**config.mk**
```make
export PLATFORM = sky130hd
export DESIGN_NAME = dma_chan_seq
export DESIGN_NICKNAME = d
export VERILOG_FILES = /design/src/rtl/dma_chan_pkg.sv /design/src/rtl/dma_chan_regs.sv /design/src/rtl/dma_chan_ctr.sv /design/src/rtl/dma_chan_fsm.sv /design/src/rtl/dma_chan_seq.sv
export SDC_FILE = /design/constraint.sdc
export NUM_CORES = 1
export LEC_CHECK = 0
export BUFFER_PORTS_ARGS = -buffer_cell sky130_fd_sc_hd__buf_2
export CORE_ASPECT_RATIO = 1.2
export CORE_MARGIN = 2
export CORE_UTILIZATION = 63
export DETAILED_ROUTE_END_ITERATION = 12
export PLACE_DENSITY = 0.95
export SLEW_MARGIN = 0
export SYNTH_ARGS = -nofsm -noshare
export SYNTH_HDL_FRONTEND = slang
export SYNTH_HIERARCHICAL = 1
export SYNTH_SLANG_ARGS = --single-unit
```
**constraint.sdc**
```tcl
create_clock -name clk -period 6.9 [get_ports clk]
set_input_delay 0.345 -clock clk [delete_from_list [all_inputs] [get_ports clk]]
set_output_delay 0.345 -clock clk [all_outputs]
set_load 0.005 [all_outputs]
```
**src/rtl/dma_chan_pkg.sv**
```systemverilog
// Shared types for the DMA channel sequencer.
// Assumes the mode word occupies prog_data[4:0].
package dma_chan_pkg;

    typedef enum logic [1:0] {
        XT_VERIFY  = 2'b00,
        XT_WRITE   = 2'b01,
        XT_READ    = 2'b10,
        XT_UNUSED  = 2'b11
    } xfer_e;

    typedef enum logic [1:0] {
        ST_IDLE,
        ST_HOLD,
        ST_ADDR,
        ST_XFER
    } state_e;

    typedef struct packed {
        logic  ack_hi;    // bit 4: acknowledge active high
        logic  dec;       // bit 3: address decrements
        logic  autoinit;  // bit 2: reload on terminal count
        xfer_e kind;      // bits 1:0: transfer type
    } mode_t;

    localparam int MODE_W = $bits(mode_t);

    localparam logic [1:0] SEL_MODE      = 2'd0;
    localparam logic [1:0] SEL_BASE_ADDR = 2'd1;
    localparam logic [1:0] SEL_BASE_CNT  = 2'd2;
    localparam logic [1:0] SEL_MASK      = 2'd3;

endpackage

```
**src/rtl/dma_chan_regs.sv**
```systemverilog
// Programming registers: mode word, base address, base count and request mask.
// A base write also pulses a load towards the current registers.
// Terminal count without auto-initialize sets the mask.
// Assumes PROG_W >= ADDR_W, CNT_W and MODE_W.
module dma_chan_regs
    import dma_chan_pkg::*;
#(
    parameter int ADDR_W = 16,
    parameter int CNT_W  = 16,
    parameter int PROG_W = 16
) (
    input  logic              clk,
    input  logic              rst_n,
    input  logic              prog_we,
    input  logic [1:0]        prog_sel,
    input  logic [PROG_W-1:0] prog_data,
    input  logic              tc_evt,
    output mode_t             mode,
    output logic [ADDR_W-1:0] base_addr,
    output logic [CNT_W-1:0]  base_cnt,
    output logic              mask,
    output logic              load_addr,
    output logic              load_cnt
);

    assign load_addr = prog_we && (prog_sel == SEL_BASE_ADDR);
    assign load_cnt  = prog_we && (prog_sel == SEL_BASE_CNT);

    // Mode word and base registers take software writes.
    always_ff @(posedge clk) begin
        if (!rst_n) begin
            mode      <= '0;
            base_addr <= '0;
            base_cnt  <= '0;
        end else begin
            if (prog_we && prog_sel == SEL_MODE)
                mode <= mode_t'(prog_data[MODE_W-1:0]);
            if (load_addr)
                base_addr <= prog_data[ADDR_W-1:0];
            if (load_cnt)
                base_cnt <= prog_data[CNT_W-1:0];
        end
    end

    // Mask: set at reset, written by software, self-set on a non-reloading terminal count.
    always_ff @(posedge clk) begin
        if (!rst_n)
            mask <= 1'b1;
        else if (prog_we && prog_sel == SEL_MASK)
            mask <= prog_data[0];
        else if (tc_evt && !mode.autoinit)
            mask <= 1'b1;
    end

endmodule

```
**src/rtl/dma_chan_ctr.sv**
```systemverilog
// Current address and current word count.
// Steps once per completed transfer, detects terminal count (count at zero when stepped)
// and reloads from the base registers when auto-initialize is set.
module dma_chan_ctr #(
    parameter int ADDR_W = 16,
    parameter int CNT_W  = 16
) (
    input  logic              clk,
    input  logic              rst_n,
    input  logic              load_addr,
    input  logic              load_cnt,
    input  logic [ADDR_W-1:0] new_addr,
    input  logic [CNT_W-1:0]  new_cnt,
    input  logic [ADDR_W-1:0] base_addr,
    input  logic [CNT_W-1:0]  base_cnt,
    input  logic              step,
    input  logic              dec,
    input  logic              autoinit,
    output logic [ADDR_W-1:0] cur_addr,
    output logic [CNT_W-1:0]  cur_cnt,
    output logic              tc_evt,
    output logic              tc_o
);

    logic [ADDR_W-1:0] addr_next;

    assign tc_evt = step && (cur_cnt == '0);

    // Pick the address step direction from the mode bit.
    always_comb begin
        if (dec)
            addr_next = cur_addr - ADDR_W'(1);
        else
            addr_next = cur_addr + ADDR_W'(1);
    end

    // Current address: software load, then reload, then step.
    always_ff @(posedge clk) begin
        if (!rst_n)
            cur_addr <= '0;
        else if (load_addr)
            cur_addr <= new_addr;
        else if (tc_evt && autoinit)
            cur_addr <= base_addr;
        else if (step)
            cur_addr <= addr_next;
    end

    // Current count: software load, then reload, then decrement (wraps past zero).
    always_ff @(posedge clk) begin
        if (!rst_n)
            cur_cnt <= '0;
        else if (load_cnt)
            cur_cnt <= new_cnt;
        else if (tc_evt && autoinit)
            cur_cnt <= base_cnt;
        else if (step)
            cur_cnt <= cur_cnt - CNT_W'(1);
    end

    // Registered one-clock terminal count pulse.
    always_ff @(posedge clk) begin
        if (!rst_n)
            tc_o <= 1'b0;
        else
            tc_o <= tc_evt;
    end


    tc_pulse_chk: assert property (@(posedge clk) disable iff (!rst_n)
        tc_o |=> !tc_o);

endmodule

```
**src/rtl/dma_chan_fsm.sv**
```systemverilog
// Bus handshake and cycle sequencer: idle, hold request, address phase, transfer phase.
// One word moves per hold. Read and write are stretched by ready_i, and verify is not.
// Strobes and acknowledge are decoded from the state.
module dma_chan_fsm
    import dma_chan_pkg::*;
(
    input  logic  clk,
    input  logic  rst_n,
    input  logic  dreq_i,
    input  logic  hlda_i,
    input  logic  ready_i,
    input  logic  mask_i,
    input  xfer_e kind,
    input  logic  ack_hi,
    output logic  hrq_o,
    output logic  dack_o,
    output logic  memr_n_o,
    output logic  memw_n_o,
    output logic  ior_n_o,
    output logic  iow_n_o,
    output logic  xfer_done
);

    state_e state;
    logic   real_xfer;
    logic   cmd_on;
    logic   ack_active;

    assign real_xfer  = (kind == XT_READ) || (kind == XT_WRITE);
    assign xfer_done  = (state == ST_XFER) && (!real_xfer || ready_i);
    assign cmd_on     = (state == ST_XFER) && real_xfer;
    assign ack_active = (state == ST_ADDR) || (state == ST_XFER);

    // Advance through the bus handshake.
    always_ff @(posedge clk) begin
        if (!rst_n) begin
            state <= ST_IDLE;
        end else begin
            case (state)
                ST_IDLE: if (dreq_i && !mask_i) state <= ST_HOLD;
                ST_HOLD: if (hlda_i)            state <= ST_ADDR;
                ST_ADDR:                        state <= ST_XFER;
                ST_XFER: if (xfer_done)         state <= ST_IDLE;
                default:                        state <= ST_IDLE;
            endcase
        end
    end

    // Decode the bus outputs from the state and transfer kind.
    always_comb begin
        hrq_o    = (state != ST_IDLE);
        dack_o   = ack_hi ? ack_active : !ack_active;
        memr_n_o = !(cmd_on && kind == XT_READ);
        iow_n_o  = !(cmd_on && kind == XT_READ);
        ior_n_o  = !(cmd_on && kind == XT_WRITE);
        memw_n_o = !(cmd_on && kind == XT_WRITE);
    end


    hrq_rise_chk: assert property (@(posedge clk) disable iff (!rst_n)
        $rose(hrq_o) |-> $past(!mask_i));


    strobe_excl_chk: assert property (@(posedge clk) disable iff (!rst_n)
        !(!memr_n_o && !memw_n_o) && !(!ior_n_o && !iow_n_o));


    wait_hold_chk: assert property (@(posedge clk) disable iff (!rst_n)
        (!(memr_n_o && ior_n_o) && !ready_i) |=> !(memr_n_o && ior_n_o));


    strobe_under_hold_chk: assert property (@(posedge clk) disable iff (!rst_n)
        !(memr_n_o && ior_n_o) |-> hrq_o);

endmodule

```
**src/rtl/dma_chan_seq.sv**
```systemverilog
// Top of one DMA channel: programming registers, current counters and the bus sequencer.
// Assumes PROG_W is at least ADDR_W, CNT_W and the mode width.
module dma_chan_seq
    import dma_chan_pkg::*;
#(
    parameter int ADDR_W = 16,
    parameter int CNT_W  = 16,
    parameter int PROG_W = 16
) (
    input  logic              clk,
    input  logic              rst_n,
    input  logic              prog_we,
    input  logic [1:0]        prog_sel,
    input  logic [PROG_W-1:0] prog_data,
    input  logic              dreq_i,
    input  logic              hlda_i,
    input  logic              ready_i,
    output logic              hrq_o,
    output logic              dack_o,
    output logic [ADDR_W-1:0] addr_o,
    output logic              memr_n_o,
    output logic              memw_n_o,
    output logic              ior_n_o,
    output logic              iow_n_o,
    output logic              tc_o
);

    mode_t             mode;
    logic [ADDR_W-1:0] base_addr;
    logic [CNT_W-1:0]  base_cnt;
    logic [CNT_W-1:0]  cur_cnt;
    logic              mask;
    logic              load_addr;
    logic              load_cnt;
    logic              tc_evt;
    logic              step;

    dma_chan_regs #(.ADDR_W(ADDR_W), .CNT_W(CNT_W), .PROG_W(PROG_W)) u_regs (
        .clk       (clk),
        .rst_n     (rst_n),
        .prog_we   (prog_we),
        .prog_sel  (prog_sel),
        .prog_data (prog_data),
        .tc_evt    (tc_evt),
        .mode      (mode),
        .base_addr (base_addr),
        .base_cnt  (base_cnt),
        .mask      (mask),
        .load_addr (load_addr),
        .load_cnt  (load_cnt)
    );

    dma_chan_ctr #(.ADDR_W(ADDR_W), .CNT_W(CNT_W)) u_ctr (
        .clk       (clk),
        .rst_n     (rst_n),
        .load_addr (load_addr),
        .load_cnt  (load_cnt),
        .new_addr  (prog_data[ADDR_W-1:0]),
        .new_cnt   (prog_data[CNT_W-1:0]),
        .base_addr (base_addr),
        .base_cnt  (base_cnt),
        .step      (step),
        .dec       (mode.dec),
        .autoinit  (mode.autoinit),
        .cur_addr  (addr_o),
        .cur_cnt   (cur_cnt),
        .tc_evt    (tc_evt),
        .tc_o      (tc_o)
    );

    dma_chan_fsm u_fsm (
        .clk       (clk),
        .rst_n     (rst_n),
        .dreq_i    (dreq_i),
        .hlda_i    (hlda_i),
        .ready_i   (ready_i),
        .mask_i    (mask),
        .kind      (mode.kind),
        .ack_hi    (mode.ack_hi),
        .hrq_o     (hrq_o),
        .dack_o    (dack_o),
        .memr_n_o  (memr_n_o),
        .memw_n_o  (memw_n_o),
        .ior_n_o   (ior_n_o),
        .iow_n_o   (iow_n_o),
        .xfer_done (step)
    );


    reload_cnt_chk: assert property (@(posedge clk) disable iff (!rst_n)
        (tc_o && mode.autoinit) |-> (cur_cnt == base_cnt));


    self_mask_chk: assert property (@(posedge clk) disable iff (!rst_n)
        (tc_o && !mode.autoinit && !$past(prog_we)) |-> mask);

endmodule

```
==> run metrics, run 1 <==
asr flop ratio synth=0; grt total ovfl=0; FP Rows=32; final slew viol count=0; final core utilization=0.712; main combinational cell family by area after synthesis=compound AO/OA/AOI/OAI gates; Antenna Cells=0; Final ANT Viol Nets=0; synthesized instance count=530; Post-Synth XOR/XNOR Area=0.0417; initial antenna violation count=0; worst-skew pair later-pin latency=0.35 ns; I/O pin count=47; RSZ-0062 raised after global routing=no; post-synthesis adder-cell area fraction=0.0704; 1st-pass router iterations=6; CTS resizes=0; FF-to-FF path depth=10; Crit path arrival time=3.98 ns; hold-critical path depth=3; flops & latches, synth=73; max-cap violation count=0; Yosys top cell by area=dfxtp_1; Min-Delay Endpoint=u_ctr/cur_addr[5]; clk slew on worst S/H paths=0.07 ns; Worst Skew=0.00666 ns; Synth Flop Type=dfxtp_1; worst slew pin tran=0.968 ns; CTS Buffer Depth=2; simple-gate area share of the yosys netlist=0.211; share of layout cells above drive strength 1=0.132; Root Driver=clkbuf_8; FF-to-FF setup slack=3.18 ns; Hold Fails Final Rpt=0; H-tree depth=3; Syn Nets=577; Synth Area in Compound Gates=0.267; Syn Area/Cell=7.92 um2; main area contributors after synthesis=dfxtp_1, o21ai_0, ha_1; crit end category=flop; Crit path required time=7.16 ns; WL final=11200 um; total track usage=0.307; Max FO, Critical Path=32; vias in the first global route=3871; vias per cell=6.60; R2R Path End=u_ctr/cur_addr[8]; synth warn=6; Detail Placement HPWL=7660 um; Worst R2R Start=u_regs/mode[0]; top post-synthesis cells by count=dfxtp_1, o21ai_0, nand2_1; Hold Startpoint=prog_data[5]; Max Fclk=269 MHz; CTS Hold Bufs=0; die span in y=93.4 um; largest net degree at the start of global routing=94; initial core utilization=0.651; total setup buffers inserted after CTS=0; leakage=1.88 nW; most common cell in the synthesized netlist=dfxtp_1; Die X=78.5 um; Final period util=0.539; global-route wire length before repair=17900 um; register area share after synthesis=0.348; Initial DRC Count=685; Pwr per Cell Area=209 nW/um2; via count=4250; hold crit path type=input pin to flop; area share of the largest cell type after synthesis=0.348; PortBufs=46; Setup CP Type=flop to flop; RD Place Congestion=0.884; Rel. slew slack=0.354; Core Box Area=6450 um2; die area=7330 um2; setup_tns=0 ns; EDFF count, synth=0; startpoint types=flop; post-synthesis mux area share=0.00477; CTS Sinks=73; wire length per cell=17.3 um; nets=602; fin crit period=3.72 ns; Num CTS Buffers=9; mapped cell area=4200 um2; DRC violations left=0; CTS tree=built; Synth cell types=58; status=finished, final reports clean; area grow syn2layout=9.42%; peak supply drop=144 uV; final setup vio count=0
routing by layer:
metal  vias up  GRT usage  share of wire
met5         -          0              0
met4         0      0.156          0.036
met3        49     0.0531          0.093
met2       281      0.504           0.48
met1      1944      0.385           0.39
li1       1976          -              -
layout by cell type (no fill, tap or decap), types with 5 or more instances in the layout:
master	instances
nor3_1	6
dfxtp_1	73
a22oi_1	5
and3_1	11
buf_2	46
o211ai_1	8
o21a_1	6
a22o_1	5
nor2_1	24
xor2_1	6
o31ai_1	5
a31oi_1	7
a21boi_0	7
clkbuf_8	11
nand4_1	6
nand3_1	51
xnor2_1	14
inv_1	20
ha_1	22
o21ai_0	67
a21o_1	6
nand2_1	60
a21oi_1	31
metrics by stage:
step	hold slack, ns	setup slack (ns)	instances	instance area, um2	power, mW
4_1_cts	0.274	3.32	644	4590	0.956
5_1_grt	0.284	2.92	644	4590	0.995
3_3_place_gp	0.448	3.53	629	4400	0.619
2_1_floorplan	0.435	4.44	530	4200	0.582
6_report	0.288	3.18	644	4590	0.960
3_5_place_dp	0.454	3.35	629	4400	0.629
cells by family (layout without fill, tap and decap cells):
family / after synthesis / in the layout
mux: 2 / 2
buf+inv: 56 / 85
fa+ha+maj: 23 / 23
xor+xnor: 20 / 20
flops: 73 / 73
simple gates: 178 / 178
compound gates: 178 / 178
worst max-delay path by stage:
stage | slack, ns | depth (start not counted) | to | start
3_3_place_gp | 3.53 | 10 | u_ctr/cur_addr[8] | u_regs/mode[0]
2_1_floorplan | 4.44 | 7 | u_ctr/cur_addr[14] | u_regs/mode[3]
6_report | 3.18 | 10 | u_ctr/cur_addr[8] | u_regs/mode[0]
5_1_grt | 2.92 | 10 | u_ctr/cur_addr[8] | u_regs/mode[0]
3_5_place_dp | 3.35 | 10 | u_ctr/cur_addr[8] | u_regs/mode[0]
4_1_cts | 3.32 | 10 | u_ctr/cur_addr[8] | u_regs/mode[0]
sequential cells by signal, summed over array words and instances (netlist names):
signal	flops
u_fsm/state	2
u_regs/base_addr	16
u_regs/mode	5
u_regs/base_cnt	16
u_ctr/cur_addr	16
u_regs/mask	1
u_ctr/cur_cnt	16
u_ctr/tc_o	1
power breakdown:
part / leakage [nW] / internal, mW / switching (mW)
logic: 1.18 / 0.0658 / 0.100
clock network: 0.102 / 0.184 / 0.150
registers: 0.594 / 0.441 / 0.0196
critical path: stages (launching register included):
cell,delay [ns]
dfxtp_1,0.36
inv_1,0.06
ha_1,0.33
o21a_1,0.14
buf_4,0.32
inv_1,0.51
nor4_4,0.43
nand3_1,0.69
o21ai_0,0.46
a21oi_1,0.07
o31ai_1,0.24
final cells by class:
| type | instances | area (um2) |
|---|---|---|
| timing repair buffer | 50 | 260 |
| tap | 85 | 106 |
| inverter | 20 | 75.1 |
| clock inverter | 3 | 40.0 |
| sequential | 73 | 1460 |
| fill | 480 | 1850 |
| clock buffer | 12 | 155 |
| multi-input combinational | 401 | 2490 |
Note: power is estimated with default switching activity, not from simulation.
==> run 2, diff against run 1 <==
--- a/config.mk
+++ b/config.mk
@@ -8,9 +8,9 @@
 export BUFFER_PORTS_ARGS = -buffer_cell sky130_fd_sc_hd__buf_2
 export CORE_ASPECT_RATIO = 1.2
 export CORE_MARGIN = 2
-export CORE_UTILIZATION = 63
+export CORE_UTILIZATION = 59
 export DETAILED_ROUTE_END_ITERATION = 12
-export PLACE_DENSITY = 0.95
+export PLACE_DENSITY = 0.92
 export SLEW_MARGIN = 0
 export SYNTH_ARGS = -nofsm -noshare
 export SYNTH_HDL_FRONTEND = slang
==> constraint.sdc (replaced) <==
create_clock -name clk -period 3.45 [get_ports clk]
set_input_delay 0.1725 -clock clk [delete_from_list [all_inputs] [get_ports clk]]
set_output_delay 0.1725 -clock clk [all_outputs]
set_load 0.005 [all_outputs]
==> run metrics, run 2 (synthesis results as in run 1) <==
status=finished, final reports clean; vias per cell=6.48 (-1.9%); CTS Hold Bufs=0 (unchanged); largest net degree at the start of global routing=93 (-1.1%); leakage=1.89 nW (+0.71%); die span in y=96.4 um (+3.2%); wire length per cell=17.6 um (+1.7%); Sw Ratio=0.290 (+0.00933); via count=4216 (-0.80%); area grow syn2layout=10.8%; clk slew on worst S/H paths=0.08 ns (about the same); total track usage=0.299 (-0.00794); CTS Sinks=73 (unchanged); Die X=81.0 um (+3.2%); Num CTS Buffers=9 (unchanged); grt total ovfl=0 (unchanged); RSZ-0062 raised after global routing=no; Clk pwr share=0.370 (+0.023); global-route wire length before repair=18000 um (+0.27%); RD Place Congestion=0.904 (+2.3%); Net Switching=0.582 mW (+120%); final slew viol count=0 (unchanged); initial antenna violation count=0 (unchanged); Core Box Area=6850 um2 (+6.3%); Root Driver=clkbuf_8; initial core utilization=0.612 (-0.0387); 1st-pass router iterations=7 (+1); M2 GR Usage=0.516 (+0.0116); Antenna Cells=0 (unchanged); I/O pin count=47 (unchanged); DRC violations left=0 (unchanged); met1 usage=0.360 (-0.0252); CP max stage delay=0.80 ns (+0.11 ns); peak supply drop=259 uV (+80%); internal cell power=1.42 mW (+110%); commonest non-fill, non-tap cell in the layout=dfxtp_1; worst-skew pair later-pin latency=0.36 ns (about the same); final setup margin=0.572 ns (-2.61 ns); Crit path arrival time=3.13 ns (-0.85 ns); share of layout cells above drive strength 1=0.142 (+0.00946); Worst Skew=0.00899 ns (+0.00233 ns); GRT Max-Usage Layer=met2; crit-path cells=ha_1 -> a21o_1 -> a221oi_1 -> o211ai_1 -> a31oi_1 -> xnor2_1 -> a22o_1; Hold Fails Final Rpt=0 (unchanged); Final Cell Area=4650 um2 (+1.2%); Crit path required time=3.70 ns (-3.46 ns); Area after DPL=4430 um2 (+0.74%); fill count=549 (+14%); Max FO, Critical Path=17 (-47%); total setup buffers inserted after CTS=0 (unchanged); hold crit path type=input pin to flop; nets=606 (+0.66%); die area=7810 um2 (+6.5%); Comb pwr share=0.171 (-0.002); Final ANT Viol Nets=0 (unchanged); fin crit period=2.88 ns (-0.841 ns); WL final=11500 um (+2.8%); crit end category=flop; worst slew pin tran=0.839 ns (-0.129 ns); setup_tns=0 ns (unchanged); CTS Buffer Depth=2 (unchanged); Setup CP Type=flop to flop; max-cap violation count=0 (unchanged); startpoint types=flop; Max Fclk=348 MHz (+29%); Final period util=0.834 (+0.295); Rel. slew slack=0.441 (+0.0870); most frequent cells in the layout=dfxtp_1, o21ai_0, nand2_1; Detail Placement HPWL=7750 um (+1.1%); CTS tree=built; Initial DRC Count=508 (-26%); PortBufs=46 (unchanged); final setup vio count=0 (unchanged); Pwr per Cell Area=431 nW/um2 (+110%); H-tree depth=3 (unchanged); Sequential Power Share=0.459 (-0.021); pre-CTS setup slack=0.559 ns (-2.79 ns); FP Rows=33 (+3.1%); slowest CP cell=dfxtp_1; CTS resizes=0 (unchanged); vias in the first global route=3854 (-0.44%); met3 Use GR=0.0678 (+0.0148)
==> run 2: area by class of cell <==
class                           instances  area [um2]  area share
Clock buffer                            9         124      0.0266
Clock inverter                          7        95.1      0.0205
Inverter                               20        75.1      0.0162
Multi-Input combinational cell        401        2490       0.536
Sequential cell                        73        1460       0.314
Tap cell                               87         109      0.0234
Timing Repair Buffer                   54         290      0.0624
==> run 2: metal layers <==
layer | vias to the layer above | part of all wire
li1 | 1981 | -
met1 | 1986 | 0.41
met2 | 217 | 0.49
met3 | 32 | 0.081
met4 | 0 | 0.019
met5 | - | 0
==> run 2: stage by stage <==
stage | instances | hold slack (ns) | total power [mW] | util
3_5_place_dp | 635 | 0.464 | 1.26 | 0.646
2_1_floorplan | 530 | 0.311 | 1.16 | -
5_1_grt | 651 | 0.0912 | 2.08 | 0.678
4_1_cts | 651 | 0.0985 | 1.99 | 0.678
3_3_place_gp | 635 | 0.451 | 1.24 | 0.646
6_report | 651 | 0.111 | 2.00 | 0.678
==> run 2: power by group through the flow <==
stage	Clock, mW	Sequential (mW)	Combinational [mW]
2_1_floorplan	0	0.929	0.235
5_1_grt	0.780	0.925	0.375
4_1_cts	0.742	0.919	0.333
6_report	0.741	0.920	0.343
3_3_place_gp	0	0.935	0.310
3_5_place_dp	0	0.938	0.327
==> run 2: path summary, 6_finish.rpt <==
| path | slack (ns) | end | startpoint | depth (start not counted) |
|---|---|---|---|---|
| setup / recovery | 0.57 | u_ctr/cur_addr[14] | u_regs/mode[3] | 7 |
| hold / removal | 0.11 | u_regs/base_cnt[14] | prog_data[14] | 3 |
| setup reg to reg | 0.57 | u_ctr/cur_addr[14] | u_regs/mode[3] | 7 |
| hold reg to reg | 0.48 | u_regs/base_cnt[6] | u_regs/base_cnt[6] | 2 |
==> run 2: critical path: cells and delay by family, from the launching register on <==
kind	cells	cell delay [ns]
adders and majority gates	1	0.41
AOI/OAI and AO/OA	5	1.48
DFF	1	0.80
xor gates and xnor gates	1	0.10
